### config.mk
export PLATFORM = sky130hd
export DESIGN_NAME = wave_fetch_arbiter
export DESIGN_NICKNAME = d
export VERILOG_FILES = /design/src/rtl/fa_pkg.sv /design/src/rtl/fa_ready_queue.sv /design/src/rtl/fa_addr_calc.sv /design/src/rtl/wave_fetch_arbiter.sv
export SDC_FILE = /design/constraint.sdc
export NUM_CORES = 1
export LEC_CHECK = 0
export ABC_AREA = 1
export CAP_MARGIN = 5
export CORE_AREA = 2 2 250 252
export CTS_BUF_LIST = sky130_fd_sc_hd__clkbuf_4 sky130_fd_sc_hd__clkbuf_8
export DETAILED_ROUTE_END_ITERATION = 10
export DIE_AREA = 0 0 252 254
export PLACE_DENSITY = 0.44
export SKIP_CTS_REPAIR_TIMING = 1
export SLEW_MARGIN = 20
export SYNTH_ARGS = -nofsm -noshare
export SYNTH_HDL_FRONTEND = slang
export SYNTH_SLANG_ARGS = --single-unit
### constraint.sdc
create_clock -name clk -period 8.25 [get_ports clk]
set_clock_uncertainty 0.1 [all_clocks]
set_input_delay 1.65 -clock clk [delete_from_list [all_inputs] [get_ports clk]]
set_output_delay 1.65 -clock clk [all_outputs]
set_load 0.05 [all_outputs]
### src/rtl/fa_pkg.sv
package fa_pkg;
    typedef enum logic [0:0] {
        ST_IDLE = 1'b0,
        ST_HOLD = 1'b1
    } fetch_state_e;
endpackage

### src/rtl/fa_ready_queue.sv
// Ordered queue of slot indices; each slot is present at most once.
module fa_ready_queue #(
    parameter int DEPTH  = 8,
    parameter int SLOT_W = $clog2(DEPTH),
    parameter int CNT_W  = $clog2(DEPTH + 1)
) (
    input  logic              clk,
    input  logic              rst_n,
    input  logic [DEPTH-1:0]  push_vec,
    input  logic              pop,
    output logic [SLOT_W-1:0] head_slot,
    output logic [CNT_W-1:0]  count,
    output logic              nonempty
);
    logic [SLOT_W-1:0] slots_q [DEPTH];
    logic [SLOT_W-1:0] slots_d [DEPTH];
    logic [CNT_W-1:0]  count_q, count_d;
    int unsigned       fill;

    always_comb begin
        slots_d = slots_q;
        fill    = 32'(count_q);
        if (pop && fill != 0) begin
            for (int i = 0; i < DEPTH - 1; i++) begin
                slots_d[i] = slots_q[i + 1];
            end
            fill = fill - 1;
        end
        // lower slot index enters first when several arrive together
        for (int i = 0; i < DEPTH; i++) begin
            if (push_vec[i] && fill < DEPTH) begin
                slots_d[fill[SLOT_W-1:0]] = SLOT_W'(i);
                fill = fill + 1;
            end
        end
        count_d = CNT_W'(fill);
    end

    always_ff @(posedge clk) begin
        if (!rst_n) begin
            count_q <= '0;
            for (int i = 0; i < DEPTH; i++) slots_q[i] <= '0;
        end else begin
            count_q <= count_d;
            slots_q <= slots_d;
        end
    end

    assign head_slot = slots_q[0];
    assign count     = count_q;
    assign nonempty  = (count_q != '0);
endmodule

### src/rtl/fa_addr_calc.sv
// Fetch address past buffered instructions, length clipped at line end.
module fa_addr_calc #(
    parameter int ADDR_W     = 32,
    parameter int LINE_BYTES = 64,
    parameter int IBC_W      = 4,
    parameter int OFF_W      = $clog2(LINE_BYTES),
    parameter int LEN_W      = OFF_W + 1
) (
    input  logic [ADDR_W-1:0] base,
    input  logic [ADDR_W-1:0] pc,
    input  logic [IBC_W-1:0]  ib_count,
    input  logic [IBC_W-1:0]  ib_wide,
    output logic [ADDR_W-1:0] addr,
    output logic [LEN_W-1:0]  len
);
    logic [ADDR_W-1:0] skip_bytes;
    logic [OFF_W-1:0]  line_off;

    assign skip_bytes = (ADDR_W'(ib_count) + ADDR_W'(ib_wide)) << 2;
    assign addr       = base + pc + skip_bytes;
    assign line_off   = addr[OFF_W-1:0];
    assign len        = (line_off == '0) ? LEN_W'(LINE_BYTES)
                                         : LEN_W'(LINE_BYTES) - LEN_W'(line_off);
endmodule

### src/rtl/wave_fetch_arbiter.sv
module wave_fetch_arbiter
    import fa_pkg::*;
#(
    parameter int NUM_SLOTS  = 8,
    parameter int LINE_BYTES = 64,
    parameter int ADDR_W     = 32,
    parameter int IBC_W      = 4,
    parameter int IB_LIMIT   = 4,
    localparam int SLOT_W    = $clog2(NUM_SLOTS),
    localparam int LEN_W     = $clog2(LINE_BYTES) + 1
) (
    input  logic                                clk,
    input  logic                                rst_n,
    input  logic [NUM_SLOTS-1:0]                slot_running,
    input  logic [NUM_SLOTS-1:0]                slot_branch,
    input  logic [NUM_SLOTS-1:0][IBC_W-1:0]     slot_ib_count,
    input  logic [NUM_SLOTS-1:0][IBC_W-1:0]     slot_ib_wide,
    input  logic [NUM_SLOTS-1:0][ADDR_W-1:0]    slot_base,
    input  logic [NUM_SLOTS-1:0][ADDR_W-1:0]    slot_pc,
    input  logic                                fetch_done,
    input  logic [SLOT_W-1:0]                   fetch_done_slot,
    output logic                                req_valid,
    input  logic                                req_ready,
    output logic [SLOT_W-1:0]                   req_slot,
    output logic [ADDR_W-1:0]                   req_addr,
    output logic [LEN_W-1:0]                    req_len,
    output logic [NUM_SLOTS-1:0]                slot_pending
);
    localparam int QCNT_W = $clog2(NUM_SLOTS + 1);

    fetch_state_e          state_q, state_d;
    logic [NUM_SLOTS-1:0]  queued_q, pending_q, eligible, push_vec;
    logic [SLOT_W-1:0]     head_slot;
    logic [QCNT_W-1:0]     q_count;
    logic                  q_nonempty;
    logic                  grant;
    logic [ADDR_W-1:0]     calc_addr;
    logic [LEN_W-1:0]      calc_len;
    logic [SLOT_W-1:0]     slot_q;
    logic [ADDR_W-1:0]     addr_q;
    logic [LEN_W-1:0]      len_q;

    // per-slot eligibility and flag state
    for (genvar g = 0; g < NUM_SLOTS; g++) begin : g_slot
        assign eligible[g] = slot_running[g]
                           && (slot_ib_count[g] <= IBC_W'(IB_LIMIT))
                           && !slot_branch[g]
                           && !pending_q[g];
        assign push_vec[g] = eligible[g] && !queued_q[g];

        always_ff @(posedge clk) begin
            if (!rst_n) begin
                queued_q[g]  <= 1'b0;
                pending_q[g] <= 1'b0;
            end else begin
                if (push_vec[g])
                    queued_q[g] <= 1'b1;
                else if (grant && head_slot == SLOT_W'(g))
                    queued_q[g] <= 1'b0;

                if (grant && head_slot == SLOT_W'(g))
                    pending_q[g] <= 1'b1;
                else if (fetch_done && fetch_done_slot == SLOT_W'(g))
                    pending_q[g] <= 1'b0;
            end
        end
    end

    fa_ready_queue #(
        .DEPTH (NUM_SLOTS)
    ) u_queue (
        .clk       (clk),
        .rst_n     (rst_n),
        .push_vec  (push_vec),
        .pop       (grant),
        .head_slot (head_slot),
        .count     (q_count),
        .nonempty  (q_nonempty)
    );

    fa_addr_calc #(
        .ADDR_W     (ADDR_W),
        .LINE_BYTES (LINE_BYTES),
        .IBC_W      (IBC_W)
    ) u_addr (
        .base     (slot_base[head_slot]),
        .pc       (slot_pc[head_slot]),
        .ib_count (slot_ib_count[head_slot]),
        .ib_wide  (slot_ib_wide[head_slot]),
        .addr     (calc_addr),
        .len      (calc_len)
    );

    // state register
    always_ff @(posedge clk) begin
        if (!rst_n) state_q <= ST_IDLE;
        else        state_q <= state_d;
    end

    // next state
    always_comb begin
        state_d = state_q;
        unique case (state_q)
            ST_IDLE: if (q_nonempty) state_d = ST_HOLD;   // GRANT
            ST_HOLD: if (req_ready)  state_d = ST_IDLE;   // ACCEPT
            default: state_d = ST_IDLE;
        endcase
    end

    // outputs of the state machine
    always_comb begin
        grant     = 1'b0;
        req_valid = 1'b0;
        unique case (state_q)
            ST_IDLE: grant     = q_nonempty;
            ST_HOLD: req_valid = 1'b1;
            default: ;
        endcase
    end

    // request register, loaded on grant, held through stalls
    always_ff @(posedge clk) begin
        if (!rst_n) begin
            slot_q <= '0;
            addr_q <= '0;
            len_q  <= '0;
        end else if (grant) begin
            slot_q <= head_slot;
            addr_q <= calc_addr;
            len_q  <= calc_len;
        end
    end

    assign req_slot     = slot_q;
    assign req_addr     = addr_q;
    assign req_len      = len_q;
    assign slot_pending = pending_q;
endmodule

# Word level (Yosys, flattened, before mapping)
# Index checks and enable logic that the tools add are counted.
[op_classes] n_addsub=13 order_cmp=33 eq_ne=14 mux=80 bitwise_logic=30 n_reduce_logical=109
[op_table] operator="$mux 32" count=10
[op_table] operator="$lt 32x4->1 const B" count=8
[op_table] operator="$add 32x1->32 const B" count=7
[op_table] operator="$bmux 32 s3" count=2
[op_table] operator="$mux 24" count=8
[op_table] operator="$demux 3 s3" count=8
[op_table] operator="$logic_and 1x1->1" count=65
[op_table] operator="$add 32x32->32" count=2
[op_table] operator="$and 16x16->16" count=3
[op_table] operator="$not 16->16" count=3
[op_table] operator="$or 16x16->16" count=3
[op_table] operator="$mux 1" count=36
[op_table] operator="$ge 4x4->1 const B" count=8
[op_table] operator="$le 4x3->1 const B" count=8
[op_table] operator="$lt 4x1->1 const B" count=8
[op_table] operator="$not 3->4" count=8
[op_table] operator="$reduce_bool 2->1" count=16
[op_table] operator="$and 24x24->24" count=1
[op_table] operator="$and 8x8->8" count=3
[op_table] operator="$bmux 4 s3" count=2
[op_table] operator="$eq 3x3->1 const B" count=8
[op_table] operator="$logic_not 1->1" count=24
[op_table] operator="$mux 3" count=8
[op_table] operator="$not 24->24" count=1
[op_table] operator="18 further kinds" count=29
[totals] reg_bits=87 input_bits=599 out_inout_bits=51 word_cells=308

# Longest topological paths before layout
[logic_depth] word_depth=32 depth_mapped=51 ltp_nobuf=49

# Hierarchy
# Synthesis repeated with hierarchy kept, for this count alone.
[unflattened] cells_unflattened=3068 hier_area_um2=15026.9
[modules_own_cells] mod="wave_fetch_arbiter" instances=1 cells_per_inst=1796 area_each_um2=8127.8 seq_area_each_um2=1181.1
[modules_own_cells] mod="fa_ready_queue" instances=1 cells_per_inst=736 area_each_um2=3967.6 seq_area_each_um2=560.5
[modules_own_cells] mod="fa_addr_calc" instances=1 cells_per_inst=536 area_each_um2=2931.6 seq_area_each_um2=0.0

# Least setup slack after synthesis
# No wires, ideal clock.
[synth_timing] kind="input-to-reg" start="input port slot_ib_count[25] (netlist bit)" end="register addr_q[31], in the netlist req_addr[31]" setup_time_ns=0.115 arrival_time_ns=6.290 required_time_ns=8.035 path_slack_ns=1.745 stages=36 path_buffers=0 path_cell_list="nand2_1 > o21ai_0 > a221oi_1 > o21ai_0 > fa_1 > xor2_1 > fa_1 > ha_1 > nand3_1 > nand2_1 > a21oi_1 > o21bai_1 > a21oi_1 > inv_1 > a21oi_1 > o21ai_0 > nand2_1 > a21oi_1 > nor2_1 > inv_1 > a21oi_1 > o21bai_1 > nand2_1 > inv_1 > o21ai_0 > nand2_1 > nand2_1 > o21ai_0 > nand3_1 > a21oi_1 > nand2_1 > nor2_1 > nor2_1 > xor2_1 > o21ai_0 > inv_1"
[synth_between] elab_chain_len=4
[synth_rtl] item="from (decl)" line_no="wave_fetch_arbiter.sv:16" text="input logic [NUM_SLOTS-1:0][IBC_W-1:0] slot_ib_count,"
[synth_rtl] item="$bmux 4 s3" line_no="wave_fetch_arbiter.sv:88" text=".ib_count (slot_ib_count[head_slot]),"
[synth_rtl] item="$mux 4 (implied by the code)" line_no="wave_fetch_arbiter.sv:88"
[synth_rtl] item="$add 4x4->5" line_no="fa_addr_calc.sv:19" text="assign skip_bytes = (ADDR_W'(ib_count) + ADDR_W'(ib_wide)) << 2;"
[synth_rtl] item="$add 32x32->32" line_no="fa_addr_calc.sv:20" text="assign addr = base + pc + skip_bytes;"
[synth_rtl] item="to (signal assigned)" line_no="wave_fetch_arbiter.sv:129" text="addr_q <= calc_addr;"
[synth_rtl] item="to (decl)" line_no="wave_fetch_arbiter.sv:40" text="logic [ADDR_W-1:0] addr_q;"
# No other way between the ends. The select of a mux whose other input is x is not followed.
# A chain may end at the register's enable or synchronous reset.

# Final worst setup path
[layout_timing] start="input port slot_ib_count[25] (netlist bit)" end="register addr_q[30], in the netlist req_addr[30]"
# The elaborated chain is that of the path after synthesis.

==> reports/results.md <==
| Step | Metric | Value |
| --- | --- | --- |
| run status | Status | finished, final reports clean |
| logic synthesis | Average cell area after synthesis | 5.87 sq um |
| critical path | Reg-to-reg slack, setup | 0.97 ns |
| sta | Final period utilization | 91.2% |
| critical path | Crit path buffers/inverters | 6 |
| routing | Total number of vias | 16.4k |
| clock tree | Clock tree sinks | 87 |
| sta | Time the final worst path needs with I/O delays and setup | 7.52 ns |
| power and ir drop | Leakage Power | 8.09 nW |
| clock tree | CTS Buf Count | 9 |
| worst hold path | Hold Path Class | reg2reg |
| floorplanning | Total Die Area | 0.0640 sq mm |
| routing | Total met2 wirelength after detailed routing | 42400 um |
| sta | Count of endpoints failing hold in the final timing report | 0 |
| critical path | Cell depth of the worst flop-to-flop path | 35 |
| clock tree | Clock slew at reported path FFs | 0.12 ns |
| global route | Number of antenna violations at the first check in global routing | 25 |
| logic synthesis | Most used flip-flop cell after synthesis | dfxtp_1 |
| clock tree | Clock tree root driver cell | clkbuf_8 |
| critical path | Slowest Stage Delay on Critical Path | 0.57 ns |
| finish | Fill cell count | 6689 |
| clock tree | CTS tree | done |
| worst hold path | Number of cells traversed by the worst hold path | 2 |
| floorplanning | Ports | 650 |
| sta | Final-report max-slew violation count | 0 |
| global route | Global-route wire length before repair | 114000 um |
| routing | Wire length after detailed routing | 82300 um |
| routing | First-iteration detailed-routing DRC count | 1129 |
| floorplanning | Horizontal extent of the die | 252 um |
| routing | DR WL met3 | 5350 um |
| clock tree | Bufs on Longest Clock Path | 2 |
| floorplanning | Placeable Area | 0.0613 sq mm |
| finish | Area taken by flip-flops and latches | 0.00175 sq mm |
| floorplanning | Starting utilization of the core area | 18.9% |
| floorplanning | Std-Cell Rows | 91 |
| logic synthesis | Part of the Yosys area used for sequential elements | 15.0% |
| critical path | Cell family contributing the most delay on the critical path | compound AO/OA/AOI/OAI gates |
| sta | Tightest hold margin | 0.371 ns |
| logic synthesis | Post-synthesis instance area | 0.0116 sq mm |
| global route | Pin count of the biggest net entering global routing | 83 |
| sta | RSZ-0062 raised after global routing | false |
| finish | Leading cell type in the layout, fill and taps excluded | clkdlybuf4s50_1 |
| routing | Antenna Violating Nets Remaining | 0 |
| clock tree | H-tree depth | 3 |
| routing | Detailed-route DRC error count | 0 |
| placed design | Buffers on Ports | 649 |
| critical path | Source of the critical timing path | slot_ib_count[25] |
| finish | Layout overhead on the synthesized area | 67.3% |
| routing | First-pass iteration count of the detailed router | 5 |
| routing | Wire length on met1 | 31800 um |
| clock tree | Clock latency on the worst-skew pair | 0.41 ns |
| floorplanning | Die extent in y | 254 um |
| critical path | Critical path arrival | 7.76 ns |
| sta | # setup viols final | 0 |
| critical path | Cell type of the slowest stage on the worst timing path | fa_1 |
| sta | Normalized max-slew margin | 32.3% |
| placed design | Pre-CTS setup slack | 0.295 ns |
| sta | Slew at the pin closest to its max-slew limit | 1.01 ns |
| sta | Achievable clock frequency | 133 MHz |
| critical path | Worst reg2reg path startpoint | u_queue.head_slot[1] |
| power and ir drop | Total chip power | 7.39 mW |
| power and ir drop | Largest vdd supply drop | 298 uV |
| sta | Summed negative setup slack over all endpoints | 0 ns |
| sta | Min setup slack post-route | 0.726 ns |
| global route | Via count of the first global-routing pass | 16.4k |
| power and ir drop | Power per cell area | 381 mW/mm^2 |
| routing | Post-detailed-route via-to-cell ratio | 4.82 |
| placed design | Post-DP HPWL | 69200 um |
| worst hold path | Sink of the worst hold path | queued_q[5] |
| logic synthesis | Synth unique cells | 56 |
| logic synthesis | Post-synth EDFFs | 0 |
| routing | Wire length per cell after detailed routing | 24.2 um |
| flow run | Max-capacitance violation count | 0 |
| finish | Fin nets | 3266 |
| global route | GRT Overall Usage | 24.8% |
| critical path | Required arrival time at the worst endpoint | 8.48 ns |
| logic synthesis | Warning count from the yosys run | 0 |
| critical path | Worst reg2reg endpoint | req_addr[30] |
| logic synthesis | Seq cells post-synth | 87 |
| global route | GR Overflow Total | 0 |
| finish | Highest-count cells in the layout ignoring fill and taps | clkdlybuf4s50_1, nand2_1, nor2_1 |
| critical path | Largest fanout on the critical path | 4 |
| worst hold path | Hold path start | queued_q[5] |
| logic synthesis | Fraction of registers with async set/reset | 0% |
| critical path | Classification of the worst setup path | in2reg |
| critical path | CP Launch Type | input pin |
| logic synthesis | Post-synthesis cell count | 1972 |
| critical path | Nature of the critical path endpoint | flop |
| placed design | Final estimated routing congestion in global placement | 0.910 |
| finish | Area of the multi-input gates | 0.00865 sq mm |
| routing | Highest routing layer actually used | met5 |
| finish | Ratio of cells with drive above 1 in the final layout | 5.10% |
flip-flops by register name, indices dropped and copies added, names as in the netlist:
register           flops
queued_q               8
req_addr              32
req_len                7
req_slot               3
slot_pending           8
state_q                1
u_queue.count          4
u_queue.head_slot      3
u_queue.slots_q       21
worst register-to-register path: cells and delay by family (launching register included):
family | cells | cell delay (ns)
AOI/OAI and AO/OA | 13 | 2.60
adders and majority gates | 2 | 0.77
buffers and inverters | 8 | 1.60
DFF | 1 | 0.52
and+or+nand+nor | 12 | 1.61
power by group:
part	total, mW	switching (mW)	internal, mW	leakage [nW]
Combinational	6.38	4.10	2.27	7.26
Clock	0.372	0.191	0.181	0.114
Sequential	0.643	0.0902	0.552	0.715
cell usage after synthesis, types with 10 or more instances:
cell      instances  area [sq um]
nand3_1         104           521
a22oi_1         132           991
dfxtp_1          87          1740
inv_1           205           769
xor2_1           22           193
o21ai_0          95           475
o22ai_1          20           125
clkbuf_1         91           342
a21oi_1          97           485
a31oi_1          66           413
a211oi_1         36           270
nand2_2          24           150
inv_2            10          37.5
nand2_1         529          1990
nand4_1          41           257
o211ai_1         12          90.1
nor2_1          209           785
ha_1             75           938
layer usage:
layer	up-vias	global-route usage (%)
met5	-	0
met4	8	9.84
met3	91	4.97
met2	576	45.8
met1	7758	27.6
li1	7941	-
per-stage QoR:
step                util [%]  cells  instance area [sq um]
floorplan                  -   1979                  11600
global placement        31.2   3364                  19100
detailed placement      31.2   3364                  19100
CTS                     31.6   3379                  19300
global route            31.6   3391                  19400
finish                  31.6   3395                  19400
cell type report:
cell class,count,share of cell area (%)
Multi-Input combinational cell,1571,44.6
Timing Repair Buffer,695,35.6
Sequential cell,87,9.01
Tap cell,790,5.10
Inverter,221,4.33
Clock buffer,10,0.710
Clock inverter,5,0.446
Antenna cell,16,0.207
how the worst max path moves through the flow:
stage,endpoint,slack [ns],cells past startpoint
final,req_addr[30],0.73,33
after global routing,req_addr[31],0.08,37
after CTS,req_addr[31],0.74,37
after detailed placement,req_addr[31],0.30,37
after global placement,req_addr[31],0.27,37
after floorplan,req_addr[31],1.74,36
kinds of logic after synthesis:
logic type	share of synthesized area (%)
fa+ha+maj	9.31
buf+inv	10.7
xor+xnor	2.34
simple gates	35.3
flops	15.0
mux	0.519
compound gates	26.7
other cells	0.0648
No activity file was read; power rests on OpenSTA's default activity.
